`src/rtl/e1ras_pkg.sv`:
```
package e1ras_pkg;
   localparam int ST_W   = 8;
   localparam int ST_RA  = 7;
   localparam int ST_DMA = 6;
   localparam int ST_SA1 = 5;
   localparam int ST_UA1 = 4;
   localparam int ST_FRC = 3;
   localparam int ST_MRC = 2;
   localparam int ST_LOS = 1;
   localparam int ST_ECS = 0;

   // bits that hold until a clear strobe
   localparam logic [ST_W-1:0] STICKY_MASK = 8'b1111_1101;

   // number of 0 bits in a byte
   function automatic int unsigned zeros_in(input logic [7:0] b);
      int unsigned n;
      n = 0;
      for (int i = 0; i < 8; i++) begin
         if (!b[i]) n++;
      end
      return n;
   endfunction

   // map bit numbering 1..8 (first transmitted = 1 = MSB) to vector index
   function automatic int unsigned line_bit_idx(input int unsigned pos);
      return 8 - pos;
   endfunction
endpackage

```
`src/rtl/e1ras_persist.sv`:
```
module e1ras_persist #(
   parameter int TARGET = 3,
   parameter int CW     = $clog2(TARGET + 1)
) (
   input  logic          clk,
   input  logic          rst_n,
   input  logic          qual,
   input  logic          hit,
   output logic [CW-1:0] run,
   output logic          met,
   output logic          met_nxt
);
   generate
      if (TARGET < 1) begin : g_bad_target
         $error("e1ras_persist: TARGET must be at least 1");
      end
   endgenerate

   localparam logic [CW-1:0] TGT = CW'(TARGET);

   logic [CW-1:0] run_nxt;

   always_comb begin
      run_nxt = run;
      if (qual) begin
         if (!hit)            run_nxt = '0;
         else if (run != TGT) run_nxt = run + 1'b1;
      end
   end

   assign met_nxt = (run_nxt == TGT);
   assign met     = (run == TGT);

   always_ff @(posedge clk) begin
      if (!rst_n) run <= '0;
      else        run <= run_nxt;
   end
endmodule

```
`src/rtl/e1ras_ua1.sv`:
```
module e1ras_ua1
   import e1ras_pkg::*;
#(
   parameter int ZERO_LIMIT = 3,
   parameter int TW         = $clog2(ZERO_LIMIT + 1)
) (
   input  logic       clk,
   input  logic       rst_n,
   input  logic       vld,
   input  logic       boundary,
   input  logic [7:0] data,
   output logic       met,
   output logic       met_nxt
);
   generate
      if (ZERO_LIMIT < 1) begin : g_bad_limit
         $error("e1ras_ua1: ZERO_LIMIT must be at least 1");
      end
   endgenerate

   localparam logic [TW-1:0] TSAT = TW'(ZERO_LIMIT);

   logic [TW-1:0] tally_cur, tally_prev;
   logic [TW-1:0] cur_nxt, prev_nxt;

   function automatic logic [TW-1:0] sat_add(input logic [TW-1:0] a, input int unsigned z);
      int unsigned s;
      s = int'(a) + z;
      return (s >= ZERO_LIMIT) ? TSAT : TW'(s);
   endfunction

   always_comb begin
      cur_nxt  = tally_cur;
      prev_nxt = tally_prev;
      met_nxt  = met;
      if (vld) begin
         if (boundary) begin
            met_nxt  = (int'(tally_cur) + int'(tally_prev)) < ZERO_LIMIT;
            prev_nxt = tally_cur;
            cur_nxt  = sat_add('0, zeros_in(data));
         end else begin
            cur_nxt  = sat_add(tally_cur, zeros_in(data));
         end
      end
   end

   always_ff @(posedge clk) begin
      if (!rst_n) begin
         tally_cur  <= TSAT;
         tally_prev <= TSAT;
         met        <= 1'b0;
      end else begin
         tally_cur  <= cur_nxt;
         tally_prev <= prev_nxt;
         met        <= met_nxt;
      end
   end
endmodule

```
`src/rtl/e1ras_stat_reg.sv`:
```
module e1ras_stat_reg #(
   parameter int           W      = 8,
   parameter logic [W-1:0] STICKY = '1
) (
   input  logic         clk,
   input  logic         rst_n,
   input  logic [W-1:0] cond,
   input  logic [W-1:0] clr,
   output logic [W-1:0] stat
);
   generate
      for (genvar i = 0; i < W; i++) begin : g_bit
         logic q;
         if (STICKY[i]) begin : g_sticky
            always_ff @(posedge clk) begin
               if (!rst_n)     q <= 1'b0;
               else if (clr[i]) q <= cond[i];
               else             q <= q | cond[i];
            end
         end else begin : g_live
            always_ff @(posedge clk) begin
               if (!rst_n) q <= 1'b0;
               else        q <= cond[i];
            end
         end
         assign stat[i] = q;
      end
   endgenerate
endmodule

```
`src/rtl/e1_rx_alarm_stat.sv`:
```
module e1_rx_alarm_stat
   import e1ras_pkg::*;
#(
   parameter int RA_PERSIST     = 3,
   parameter int DMA_PERSIST    = 3,
   parameter int SA1_PERSIST    = 2,
   parameter int UA1_ZERO_LIMIT = 3,
   parameter int RA_BIT_POS     = 3,
   parameter int DMA_BIT_POS    = 6,
   parameter int SIG_TS         = 16,
   parameter int TS_W           = 5,
   parameter int MF_W           = 4
) (
   input  logic            clk,
   input  logic            rst_n,
   input  logic            byte_vld,
   input  logic [7:0]      rx_byte,
   input  logic [TS_W-1:0] ts_idx,
   input  logic [MF_W-1:0] mf_frame,
   input  logic            nalign_frm,
   input  logic            frame_crit,
   input  logic            mf_crit,
   input  logic            resync_busy,
   input  logic            fe_sat,
   input  logic            crc_sat,
   input  logic            bpv_sat,
   input  logic            auto_resync_dis,
   input  logic [7:0]      rd_clr,
   output logic [7:0]      status,
   output logic            resync_req
);
   generate
      if (RA_BIT_POS < 1 || RA_BIT_POS > 8 || DMA_BIT_POS < 1 || DMA_BIT_POS > 8) begin : g_bad_pos
         $error("e1_rx_alarm_stat: bit positions must be 1..8");
      end
      if (SIG_TS >= (1 << TS_W) || SIG_TS == 0) begin : g_bad_ts
         $error("e1_rx_alarm_stat: SIG_TS out of range");
      end
   endgenerate

   localparam int RA_IDX  = line_bit_idx(RA_BIT_POS);
   localparam int DMA_IDX = line_bit_idx(DMA_BIT_POS);
   localparam int RA_CW   = $clog2(RA_PERSIST + 1);
   localparam int DMA_CW  = $clog2(DMA_PERSIST + 1);
   localparam int SA1_CW  = $clog2(SA1_PERSIST + 1);

   logic at_ts0, at_sig;
   assign at_ts0 = (ts_idx == '0);
   assign at_sig = (ts_idx == TS_W'(SIG_TS));

   // persistence runs
   logic [RA_CW-1:0]  ra_run;
   logic [DMA_CW-1:0] dma_run;
   logic [SA1_CW-1:0] sa1_run;
   logic ra_met, ra_met_nxt, dma_met, dma_met_nxt, sa1_met, sa1_met_nxt;
   logic ua1_met, ua1_met_nxt;

   e1ras_persist #(.TARGET(RA_PERSIST)) u_ra (
      .clk(clk), .rst_n(rst_n),
      .qual(byte_vld & at_ts0 & nalign_frm),
      .hit(rx_byte[RA_IDX]),
      .run(ra_run), .met(ra_met), .met_nxt(ra_met_nxt)
   );

   e1ras_persist #(.TARGET(DMA_PERSIST)) u_dma (
      .clk(clk), .rst_n(rst_n),
      .qual(byte_vld & at_sig & (mf_frame == '0)),
      .hit(rx_byte[DMA_IDX]),
      .run(dma_run), .met(dma_met), .met_nxt(dma_met_nxt)
   );

   e1ras_persist #(.TARGET(SA1_PERSIST)) u_sa1 (
      .clk(clk), .rst_n(rst_n),
      .qual(byte_vld & at_sig),
      .hit(&rx_byte),
      .run(sa1_run), .met(sa1_met), .met_nxt(sa1_met_nxt)
   );

   e1ras_ua1 #(.ZERO_LIMIT(UA1_ZERO_LIMIT)) u_ua1 (
      .clk(clk), .rst_n(rst_n),
      .vld(byte_vld), .boundary(at_ts0), .data(rx_byte),
      .met(ua1_met), .met_nxt(ua1_met_nxt)
   );

   // condition vector in status order
   logic [ST_W-1:0] cond;
   always_comb begin
      cond         = '0;
      cond[ST_RA]  = ra_met_nxt;
      cond[ST_DMA] = dma_met_nxt;
      cond[ST_SA1] = sa1_met_nxt;
      cond[ST_UA1] = ua1_met_nxt;
      cond[ST_FRC] = frame_crit;
      cond[ST_MRC] = mf_crit;
      cond[ST_LOS] = resync_busy;
      cond[ST_ECS] = fe_sat | crc_sat | bpv_sat;
   end

   e1ras_stat_reg #(.W(ST_W), .STICKY(STICKY_MASK)) u_stat (
      .clk(clk), .rst_n(rst_n), .cond(cond), .clr(rd_clr), .stat(status)
   );

   always_ff @(posedge clk) begin
      if (!rst_n) resync_req <= 1'b0;
      else        resync_req <= ~auto_resync_dis & (frame_crit | mf_crit);
   end
endmodule

```
`config.mk`:
```
export PLATFORM = sky130hd
export DESIGN_NAME = e1_rx_alarm_stat
export DESIGN_NICKNAME = d
export VERILOG_FILES = /design/src/rtl/e1ras_pkg.sv /design/src/rtl/e1ras_persist.sv /design/src/rtl/e1ras_ua1.sv /design/src/rtl/e1ras_stat_reg.sv /design/src/rtl/e1_rx_alarm_stat.sv
export SDC_FILE = /design/constraint.sdc
export NUM_CORES = 1
export LEC_CHECK = 0
export ABC_CLOCK_PERIOD_IN_PS = 6100
export BUFFER_PORTS_ARGS = -buffer_cell sky130_fd_sc_hd__buf_2
export CAP_MARGIN = 5
export CORE_UTILIZATION = 50
export DETAILED_ROUTE_END_ITERATION = 8
export GPL_TIMING_DRIVEN = 1
export PLACE_DENSITY = 0.77
export SETUP_SLACK_MARGIN = 0.3
export SKIP_LAST_GASP = 1
export SLEW_MARGIN = 20
export SYNTH_ARGS = -nofsm -noshare
export SYNTH_HDL_FRONTEND = slang
export SYNTH_SLANG_ARGS = --single-unit
```
`constraint.sdc`:
```
create_clock -name clk -period 6.1 [get_ports clk]
set_clock_uncertainty 0.2 [all_clocks]
set_input_delay 0.915 -clock clk [delete_from_list [all_inputs] [get_ports clk]]
set_output_delay 0.915 -clock clk [all_outputs]
set_load 0.05 [all_outputs]
```
-- Yosys cells after proc, flatten, opt, wreduce, memory -nomap -nowiden
Cells that the tools add are included.
- magnitude comparators: 3
- bitwise gates (word level): 16
- add/sub/neg operators: 19
- multiplexer cells: 68
- equal/unequal tests: 7
- reduce and logical (&&, ||, !) cells: 4
- operators with widths (operator ; number):
    2-to-1 mux 32 bit ; 46
    adder 32 x 1 -> 32 bit, second input constant ; 14
    greater-or-equal comparator 32 x 2 -> 1 bit, second input constant ; 2
    adder 2 x 32 -> 32 bit ; 1
    < comparator 32 x 3 -> 1 bit, second input constant ; 1
    2-to-1 mux 2 bit ; 12
    2-to-1 mux 1 bit ; 10
    bitwise OR 1 bit ; 10
    AND reduction 8 bit ; 1
    adder 2 x 1 -> 2 bit, second input constant ; 3
    == test 2 bit, second input constant ; 3
    != test 2 bit, second input constant ; 3
    bitwise AND 1 bit ; 5
    == test 5 bit, second input constant ; 1
    logical NOT 5 bit ; 1
    logical NOT 4 bit ; 1
    adder 2 x 2 -> 3 bit ; 1
    AND reduction 2 bit ; 1
    NOT 1 bit ; 1
- output and inout bits: 9
- input port bits: 36
- logic and storage cells: 132
- bits in registers: 20

-- Depth between registers and ports, before layout
Gate-level depths: netlist of the first run.
- depth in word-level cells: 35
- mapped depth: 26
- gate-level depth less buffers: 26

-- By module
A second synthesis of the first run with hierarchy kept.
- cell total of the unflattened synthesis: 196
- area, all modules: 1751.7 sq um
- modules (own cells, without submodules) (module ; cells an instance ; instances ; area an instance (sq um) ; sequential area each (sq um)):
    e1ras_ua1 ; 109 ; 1 ; 930.9 ; 100.1
    e1ras_stat_reg ; 32 ; 1 ; 386.6 ; 160.2
    e1ras_persist (u_dma ...) ; 13 ; 2 ; 100.1 ; 40.0
    e1ras_persist (u_sa1) ; 14 ; 1 ; 123.9 ; 40.0
    e1_rx_alarm_stat ; 15 ; 1 ; 110.1 ; 20.0

-- Worst setup path after synthesis of the first run
No wires, ideal clock.
- path kind: input -> register
- from: input port rx_byte[0]
- to: register u_ua1.tally_cur[0]
- slack: 402 ps
- required time: 5763 ps
- data arrival time: 5361 ps
- library setup time: 137 ps
- stages on the path: 25
- path buffers: 0
- cells stage by stage: inv_1 > ha_1 > xnor2_1 > ha_1 > nor2_1 > a31oi_1 > ha_1 > nor2b_1 > or2_2 > ha_1 > inv_1 > o22ai_1 > and2_1 > ha_1 > nor2b_1 > or2_2 > ha_1 > mux2_2 > inv_1 > fa_1 > a211oi_1 > mux2_2 > o21ai_0 > a41oi_2 > o221ai_1
- cells in the longest elaborated chain, start to end: 35
- elaborated cells between the ends (all ways): 67
- classes of those cells: 15 x add/sub; 2 x order compare; 50 x mux
- RTL lines (what ; RTL line ; source):
    start, declared ; e1_rx_alarm_stat.sv:17 ; input logic [7:0] rx_byte,
    2-to-1 mux 1 bit * ; e1ras_pkg.sv:20 ; if (!b[i]) n++;
    2-to-1 mux 32 bit ; e1ras_ua1.sv:37 ; if (boundary) begin
    2-to-1 mux 32 bit ; e1ras_ua1.sv:36 ; if (vld) begin
    adder 32 x 1 -> 32 bit ; e1ras_pkg.sv:20 ;
    2-to-1 mux 32 bit ; e1ras_pkg.sv:20 ;
    2-to-1 mux 32 bit ; e1ras_ua1.sv:37 ;
    2-to-1 mux 32 bit ; e1ras_ua1.sv:36 ;
    adder 32 x 1 -> 32 bit ; e1ras_pkg.sv:20 ;
    (+19 left out) ; -- ;
    adder 32 x 1 -> 32 bit ; e1ras_pkg.sv:20 ;
    2-to-1 mux 32 bit ; e1ras_pkg.sv:20 ;
    2-to-1 mux 32 bit ; e1ras_ua1.sv:37 ;
    2-to-1 mux 32 bit ; e1ras_ua1.sv:36 ;
    adder 2 x 32 -> 32 bit ; e1ras_ua1.sv:28 ; s = int'(a) + z;
    greater-or-equal comparator 32 x 2 -> 1 bit ; e1ras_ua1.sv:29 ; return (s >= ZERO_LIMIT) ? TSAT : TW'(s);
    2-to-1 mux 2 bit ; e1ras_ua1.sv:29 ;
    2-to-1 mux 2 bit * ; e1ras_ua1.sv:37 ;
    end signal, assigned ; e1ras_ua1.sv:53 ; tally_cur <= cur_nxt;
    end, declared ; e1ras_ua1.sv:23 ; logic [TW-1:0] tally_cur, tally_prev;
Mark *: on every way between the ends. The rest lies on a longest branch, timed or not. The select of a mux whose other input is x is not followed.
A chain may end at the register's enable or synchronous reset.

-- Final worst setup path of the first run
- from: input port rx_byte[0]
- to: register u_ua1.tally_cur[1]
Same word-level chain as after synthesis.

==> qor.txt, run 1 <==
Status -> finished clean
Most frequently used flop master after synthesis -> sky130_fd_sc_hd__dfxtp_1
Clock tree from TritonCTS -> yes
Max frequency -> 180 MHz
Post-Syn Nets -> 232
Highest cell delay on the worst timing path -> 0.31 ns
Clock root buffer master -> sky130_fd_sc_hd__clkbuf_4
Boundary Pins -> 45
Total core area -> 0.00305 mm^2
Synth Area in Simple Gates -> 22.5%
Global-route wire length before repair -> 4860 um
Kind of start point of the critical path -> primary input
Non-Filler Cell Area, Final -> 0.00188 mm^2
Number of port buffers -> 43
Final Hold Slack -> 0.296 ns
Number of core rows -> 20
Most frequent standard cell in the layout excluding fill and tap cells -> sky130_fd_sc_hd__buf_2
Die area -> 0.00343 mm^2
Clock sink total -> 20
Standard cell with the maximum stage delay on the critical path -> sky130_fd_sc_hd__ha_1
Sequential cell area fraction in the yosys report -> 25.0%
Critical path peak fanout -> 4
Final nets -> 268
Number of fillers in the final layout -> 278
First-pass DRT Iterations -> 4
Later-pin clock latency in the skew report -> 0.31 ns
Post-route clock period utilization -> 91.0%
Post-Synth Adder-Cell Area -> 11.9%
Post-placement worst setup slack -> -0.0757 ns
Count of placed standard cells in the final layout, fillers left out -> 261
Pin count of the biggest net entering global routing -> 20
Synthesized flop and latch total -> 20
Relative max-transition margin -> 72.6%
RSZ-0062 raised after global routing -> false
Type of the worst setup path -> primary input to flop
Vias per cell -> 5.10
Remaining antenna violation count -> 0
Average routed wire per standard cell -> 10.8 um
Detailed-route via count -> 1330
Routed Wire Length -> 2810 um
Final setup violation count -> 0
DIE HEIGHT -> 58.6 um
CP required -> 6.08 ns
Utilization of the core after routing -> 61.5%
Fin worst setup slack -> 0.550 ns
Min-Delay Path Depth -> 2
Synth Area in Compound Gates -> 16.5%
Number of antenna violations at the first check in global routing -> 0
RD Place Congestion -> 0.847
Register-to-register setup slack -> 4.05 ns
Commonest cells after routing, fill and taps aside -> 43 x sky130_fd_sc_hd__buf_2, 20 x sky130_fd_sc_hd__dfxtp_1, 14 x sky130_fd_sc_hd__nand2_1, 14 x sky130_fd_sc_hd__inv_1, 14 x sky130_fd_sc_hd__nor2b_1
Most numerous cell on the critical path -> sky130_fd_sc_hd__ha_1
Hold Crit Start -> u_sa1.run[1]$_SDFF_PN0_
Endpoint arrival time on the critical path -> 5.53 ns
H-tree levels -> 1
Post-synth EDFFs -> 0
Vias in the first global route -> 1203
Critical path launch point -> rx_byte[0]
Cell count after synthesis -> 182
Reported max-cap violation count -> 0
Total gr overflow -> 0
Worst flop-to-flop path startpoint -> u_ua1.tally_cur[0]$_SDFFE_PN1P_
Clock-pin transition on the worst setup and hold timing paths -> 0.11 ns
Mean instance size in the synthesized netlist -> 8.79 um^2
Antenna Diode Count -> 0
Number of buffers between clock root and the deepest sink -> 2
Capture instance of the worst register-to-register path -> u_ua1.tally_cur[1]$_SDFFE_PN1P_
Distinct cell type count of the synthesized netlist -> 50
Layout-stage area growth over the synthesis result -> 17.4%
Fin. max-slew vios -> 0
Starting density of the core -> 52.4%
Tightest Hold Check Type -> flop to flop
Number of endpoints with negative hold slack in the final report -> 0
DRC violation count after routing -> 0
Worst-case vdd ir drop -> 0.135 mV
Main combinational cell family by area after synthesis -> simple AND/OR/NAND/NOR gates
Static leakage power -> 0.820 nW
Placed instance area -> 0.00179 mm^2
Warnings from Yosys -> 0
Half-perimeter wire length after placement -> 2330 um
Cell area power density -> 237 mW/mm^2
Capture point of the critical path -> u_ua1.tally_cur[1]$_SDFFE_PN1P_
Post-synthesis instance area -> 0.00160 mm^2
XOR/XNOR Fraction of Synth Area -> 10.7%
Total routing resource utilization after global routing -> 18.3%
Category of the worst setup path capture point -> flop
Iteration-0 DRC count of the detailed router -> 40
Fin crit period -> 5.55 ns
Total power -> 0.446 mW
Die width -> 58.6 um
Fraction of registers with async set or reset after synthesis -> 0%
Post-CTS Hold Fix Bufs -> 0
Path depth of the worst reg2reg path -> 8
Fraction of final layout cells with drive strength greater than 1 -> 31.8%
Share of synthesized area spent on multiplexers -> 4.07%
Transition time at the pin with the least slew margin -> 0.406 ns
Total CTS buffers -> 3
Number of instances in the placed design -> 257
Setup TNS Final -> 0 ns
[worst max-delay path, delay by kind of cell]
family | cells | cell delay, ns
buffers and inverters | 2 | 0.16
and+or+nand+nor | 8 | 1.38
muxes | 2 | 0.46
adders and majority gates | 7 | 1.78
AOI/OAI and AO/OA | 6 | 0.85
[report_power, final]
group	switching [mW]	internal, mW
registers	0.00426	0.137
logic	0.112	0.115
clock network	0.0415	0.0365
[metal layers]
layer	track usage [%]	up-vias	routed length, um
li1	-	698	-
met1	23.3	599	1340
met2	31.0	28	1330
met3	3.52	5	108
met4	6.12	0	32
met5	0	-	0
[what timing repair did]
item,in CTS,in global routing
resized for setup,2,9
cloned,0,0
endpoints found under the setup margin,2,2
buffers inserted,0,0
pin swaps,1,5
[layout make-up]
class | count | area [um^2] | share of cell area, %
Sequential cell | 20 | 400 | 21.3
Clock buffer | 4 | 36.3 | 1.93
Inverter | 15 | 56.3 | 3.00
Multi-Input combinational cell | 133 | 1100 | 58.6
Timing Repair Buffer | 45 | 230 | 12.3
Tap cell | 44 | 55.1 | 2.93
[how the worst min path moves through the flow]
| stage | end |
|---|---|
| finish | u_sa1.run[1]$_SDFF_PN0_ |
| global route | u_sa1.run[1]$_SDFF_PN0_ |
| CTS | u_sa1.run[1]$_SDFF_PN0_ |
| detailed placement | u_stat.g_bit[4].q$_SDFF_PN0_ |
| global placement | u_stat.g_bit[4].q$_SDFF_PN0_ |
| floorplan | u_dma.run[1]$_SDFF_PN0_ |
[state kept, by name (all words and copies together), names as in the netlist]
signal / flops
u_stat.g_bit.q: 8
u_dma.run: 2
u_ra.run: 2
u_sa1.run: 2
u_ua1.tally_cur: 2
u_ua1.tally_prev: 2
resync_req: 1
u_ua1.met: 1
[synthesized netlist by cell type, drive strengths merged (2+ instances only)]
cell type / instances / area share [%]
o21ai: 9 / 2.8
dfxtp: 20 / 25
o22ai: 2 / 0.78
and3: 2 / 0.78
o221ai: 2 / 1.1
a21oi: 5 / 1.6
a211oi: 2 / 0.94
buf: 11 / 5.1
nand2: 14 / 3.3
a31oi: 2 / 0.78
fa: 2 / 2.5
nand3: 3 / 0.94
nor2b: 14 / 5.5
o211ai: 3 / 1.4
nor2: 7 / 1.6
or2: 3 / 1.2
and2: 6 / 2.3
mux2i: 2 / 1.3
nand2b: 4 / 1.6
ha: 12 / 9.4
nor3b: 2 / 0.94
mux2: 4 / 2.8
clkbuf: 3 / 0.70
nor4: 4 / 1.6
inv: 15 / 3.5
o21a: 2 / 0.94
xnor2: 8 / 6.7
[kinds of logic (layout without fill, tap and decap cells)]
logic type | Yosys count | in the layout
compound gates | 37 | 37
xor+xnor | 11 | 11
fa+ha+maj | 14 | 14
buf+inv | 29 | 64
flops | 20 | 20
mux | 6 | 6
simple gates | 65 | 65
No activity file was read; power rests on OpenSTA's default activity.
==> run 2: changes to the inputs <==
--- a/config.mk
+++ b/config.mk
@@ -5,13 +5,15 @@
 export SDC_FILE = /design/constraint.sdc
 export NUM_CORES = 1
 export LEC_CHECK = 0
+export ABC_AREA = 1
 export ABC_CLOCK_PERIOD_IN_PS = 6100
 export BUFFER_PORTS_ARGS = -buffer_cell sky130_fd_sc_hd__buf_2
 export CAP_MARGIN = 5
 export CORE_UTILIZATION = 50
 export DETAILED_ROUTE_END_ITERATION = 8
 export GPL_TIMING_DRIVEN = 1
-export PLACE_DENSITY = 0.77
+export HOLD_SLACK_MARGIN = 0.06
+export PLACE_DENSITY = 0.76
 export SETUP_SLACK_MARGIN = 0.3
 export SKIP_LAST_GASP = 1
 export SLEW_MARGIN = 20
==> run 2 against run 1 <==
Effect of this change: total power is 11% lower; hold slack worse by 0.033 ns; cell count is 40% higher; worst setup slack better by 0.17 ns; die area is 9.0% higher; register-to-register slack better by 0.02 ns; sequential share of layout area is 1.1 points lower; critical path depth is 6 higher; sequential power is 3% lower; non-clock buffer count is 2 lower.
==> qor.txt, run 2 <==
Status -> finished clean
Detailed-route via count -> 1681
Final setup violation count -> 0
Path depth of the worst reg2reg path -> 10
Post-CTS Hold Fix Bufs -> 0
Fin crit period -> 5.38 ns
Worst-case vdd ir drop -> 0.150 mV
Static leakage power -> 1.15 nW
Iteration-0 DRC count of the detailed router -> 37
Post-cts gate resize count -> 0
Max frequency -> 186 MHz
Yosys top cell by area -> sky130_fd_sc_hd__dfxtp_1
Post-route clock period utilization -> 88.2%
Kind of start point of the critical path -> primary input
Number of instances in the placed design -> 361
Critical path peak fanout -> 5
Half-perimeter wire length after placement -> 2710 um
Placed instance area -> 0.00193 mm^2
Cell count after synthesis -> 285
Number of port buffers -> 43
Clock root buffer master -> sky130_fd_sc_hd__clkbuf_4
Capture instance of the worst register-to-register path -> u_ua1.tally_cur[0]$_SDFFE_PN1P_
Area of the multi-input gates -> 0.00102 mm^2
Most frequent cell after synthesis -> sky130_fd_sc_hd__nand2_1
Type of the worst setup path -> primary input to flop
RSZ-0062 raised after global routing -> false
Number of antenna violations at the first check in global routing -> 0
Global-route wire length before repair -> 5230 um
Boundary Pins -> 45
Total routing resource utilization after global routing -> 18.2%
Clock tree from TritonCTS -> yes
Largest cells by area after synthesis -> sky130_fd_sc_hd__dfxtp_1 23%, sky130_fd_sc_hd__nand2_1 17%, sky130_fd_sc_hd__inv_1 13%
H-tree levels -> 1
Routed Wire Length -> 3150 um
Register area -> 400 um^2
DRC violation count after routing -> 0
Vias in the first global route -> 1308
Largest Register -> u_stat.g_bit.q
Starting density of the core -> 52.4%
Number of core rows -> 21
RD Place Congestion -> 0.848
Distinct cell type count of the synthesized netlist -> 28
Total CTS buffers -> 3
Antenna Diode Count -> 0
Non-Filler Cell Area, Final -> 0.00198 mm^2
Most frequently used flop master after synthesis -> sky130_fd_sc_hd__dfxtp_1
Post-Syn Nets -> 335
Mean instance size in the synthesized netlist -> 6.14 um^2
Synthesized flop and latch total -> 20
Tightest Hold Check Type -> flop to flop
Most frequent standard cell in the layout excluding fill and tap cells -> sky130_fd_sc_hd__nand2_1
Commonest cells after routing, fill and taps aside -> 81 x sky130_fd_sc_hd__nand2_1, 60 x sky130_fd_sc_hd__inv_1, 43 x sky130_fd_sc_hd__buf_2, 33 x sky130_fd_sc_hd__nand3_1, 21 x sky130_fd_sc_hd__nor2_1
Die width -> 61.1 um
Postcts setup bufs -> 0
Number of fillers in the final layout -> 355
Post-synthesis instance area -> 0.00175 mm^2
Number of flip-flops under the largest register name -> 8
Fraction of registers with async set or reset after synthesis -> 0%
Relative max-transition margin -> 68.2%
Count of placed standard cells in the final layout, fillers left out -> 365
Highest cell delay on the worst timing path -> 0.41 ns
Setup TNS Final -> 0 ns
Cell area power density -> 200 mW/mm^2
Post-synth EDFFs -> 0
Number of buffers between clock root and the deepest sink -> 2
DIE HEIGHT -> 61.1 um
Warnings from Yosys -> 0
Clock sink total -> 20
Final nets -> 370
Total power -> 0.396 mW
Later-pin clock latency in the skew report -> 0.30 ns
Hold Crit Start -> u_stat.g_bit[4].q$_SDFF_PN0_
Utilization of the core after routing -> 59.4%
Standard cell with the maximum stage delay on the critical path -> sky130_fd_sc_hd__fa_1
Total gr overflow -> 0
Category of the worst setup path capture point -> flop
Remaining antenna violation count -> 0
Total core area -> 0.00334 mm^2
First-pass DRT Iterations -> 4
Sequential cell area fraction in the yosys report -> 22.9%
Endpoint with the worst hold slack -> u_stat.g_bit[4].q$_SDFF_PN0_
CP required -> 6.09 ns
Average routed wire per standard cell -> 8.62 um
Number of endpoints with negative hold slack in the final report -> 0
Transition time at the pin with the least slew margin -> 0.473 ns
Register-to-register setup slack -> 4.07 ns
Vias per cell -> 4.61
Reported max-cap violation count -> 0
Layout-stage area growth over the synthesis result -> 13.2%
Post-synth top cells -> 81 x sky130_fd_sc_hd__nand2_1, 60 x sky130_fd_sc_hd__inv_1, 33 x sky130_fd_sc_hd__nand3_1, 21 x sky130_fd_sc_hd__nor2_1, 20 x sky130_fd_sc_hd__dfxtp_1
Area share of the largest cell type after synthesis -> 22.9%
Clock-pin transition on the worst setup and hold timing paths -> 0.10 ns
Fraction of final layout cells with drive strength greater than 1 -> 19.1%
Endpoint arrival time on the critical path -> 5.37 ns
Most numerous cell on the critical path -> sky130_fd_sc_hd__nand2_1
Fin. max-slew vios -> 0
Min-Delay Path Depth -> 2
Pin count of the biggest net entering global routing -> 13
Worst flop-to-flop path startpoint -> u_ua1.tally_cur[0]$_SDFFE_PN1P_
Die area -> 0.00374 mm^2
run 2: cells by family (layout without fill, tap and decap cells):
| kind of cell | count (synthesis) | in the layout | synth area share [%] |
|---|---|---|---|
| buffers and inverters | 74 | 108 | 18.6 |
| flip-flops | 20 | 20 | 22.9 |
| adder cells (fa/ha/maj) | 14 | 14 | 10.9 |
| AO/OA/AOI/OAI | 25 | 25 | 9.66 |
| AND/OR/NAND/NOR | 152 | 152 | 38.0 |
run 2: cell type report:
class / instances / share of cell area, %
clock inverters: 1 / 1.52
inverters: 61 / 11.7
clock buffers: 3 / 1.14
multi-input cells: 191 / 51.7
flip-flops and latches: 20 / 20.2
well taps: 46 / 2.91
repair buffers: 43 / 10.9
run 2: critical path, delay by kind of cell:
kind / cells / cell delay [ns]
simple gates: 18 / 1.66
compound gates: 1 / 0.24
buf+inv: 5 / 0.36
fa+ha+maj: 7 / 2.20
run 2: worst max path at each step:
stage / startpoint / cells after the start / endpoint / slack (ns)
floorplan: rx_byte[0] / 30 / u_ua1.tally_cur[0]$_SDFFE_PN1P_ / 0.87
global placement: rx_byte[0] / 31 / u_ua1.tally_cur[0]$_SDFFE_PN1P_ / 0.43
detailed placement: rx_byte[0] / 31 / u_ua1.tally_cur[0]$_SDFFE_PN1P_ / 0.36
CTS: rx_byte[0] / 31 / u_ua1.tally_cur[0]$_SDFFE_PN1P_ / 0.70
global route: rx_byte[0] / 31 / u_ua1.tally_cur[0]$_SDFFE_PN1P_ / 0.35
finish: rx_byte[0] / 31 / u_ua1.tally_cur[0]$_SDFFE_PN1P_ / 0.72
run 2: through the flow:
step | hold WS, ns | worst slack, ns
after floorplan | 0.235 | 0.875
after global placement | 0.247 | 0.426
after detailed placement | 0.250 | 0.365
after CTS | 0.267 | 0.699
after global routing | 0.305 | 0.354
final | 0.263 | 0.721
run 2: routing by layer:
metal,part of all wire (%),vias up,GRT usage [%]
met3,4.0,2,3.99
met2,43,30,29.2
met5,0,-,0
li1,-,953,-
met4,0.32,0,1.95
met1,52,696,25.8
run 2: power breakdown:
part           switching, mW  leakage [nW]  internal (mW)
registers            0.00295         0.163          0.135
clock network         0.0397        0.0279         0.0664
logic                 0.0930         0.956         0.0596
total                  0.136          1.15          0.261
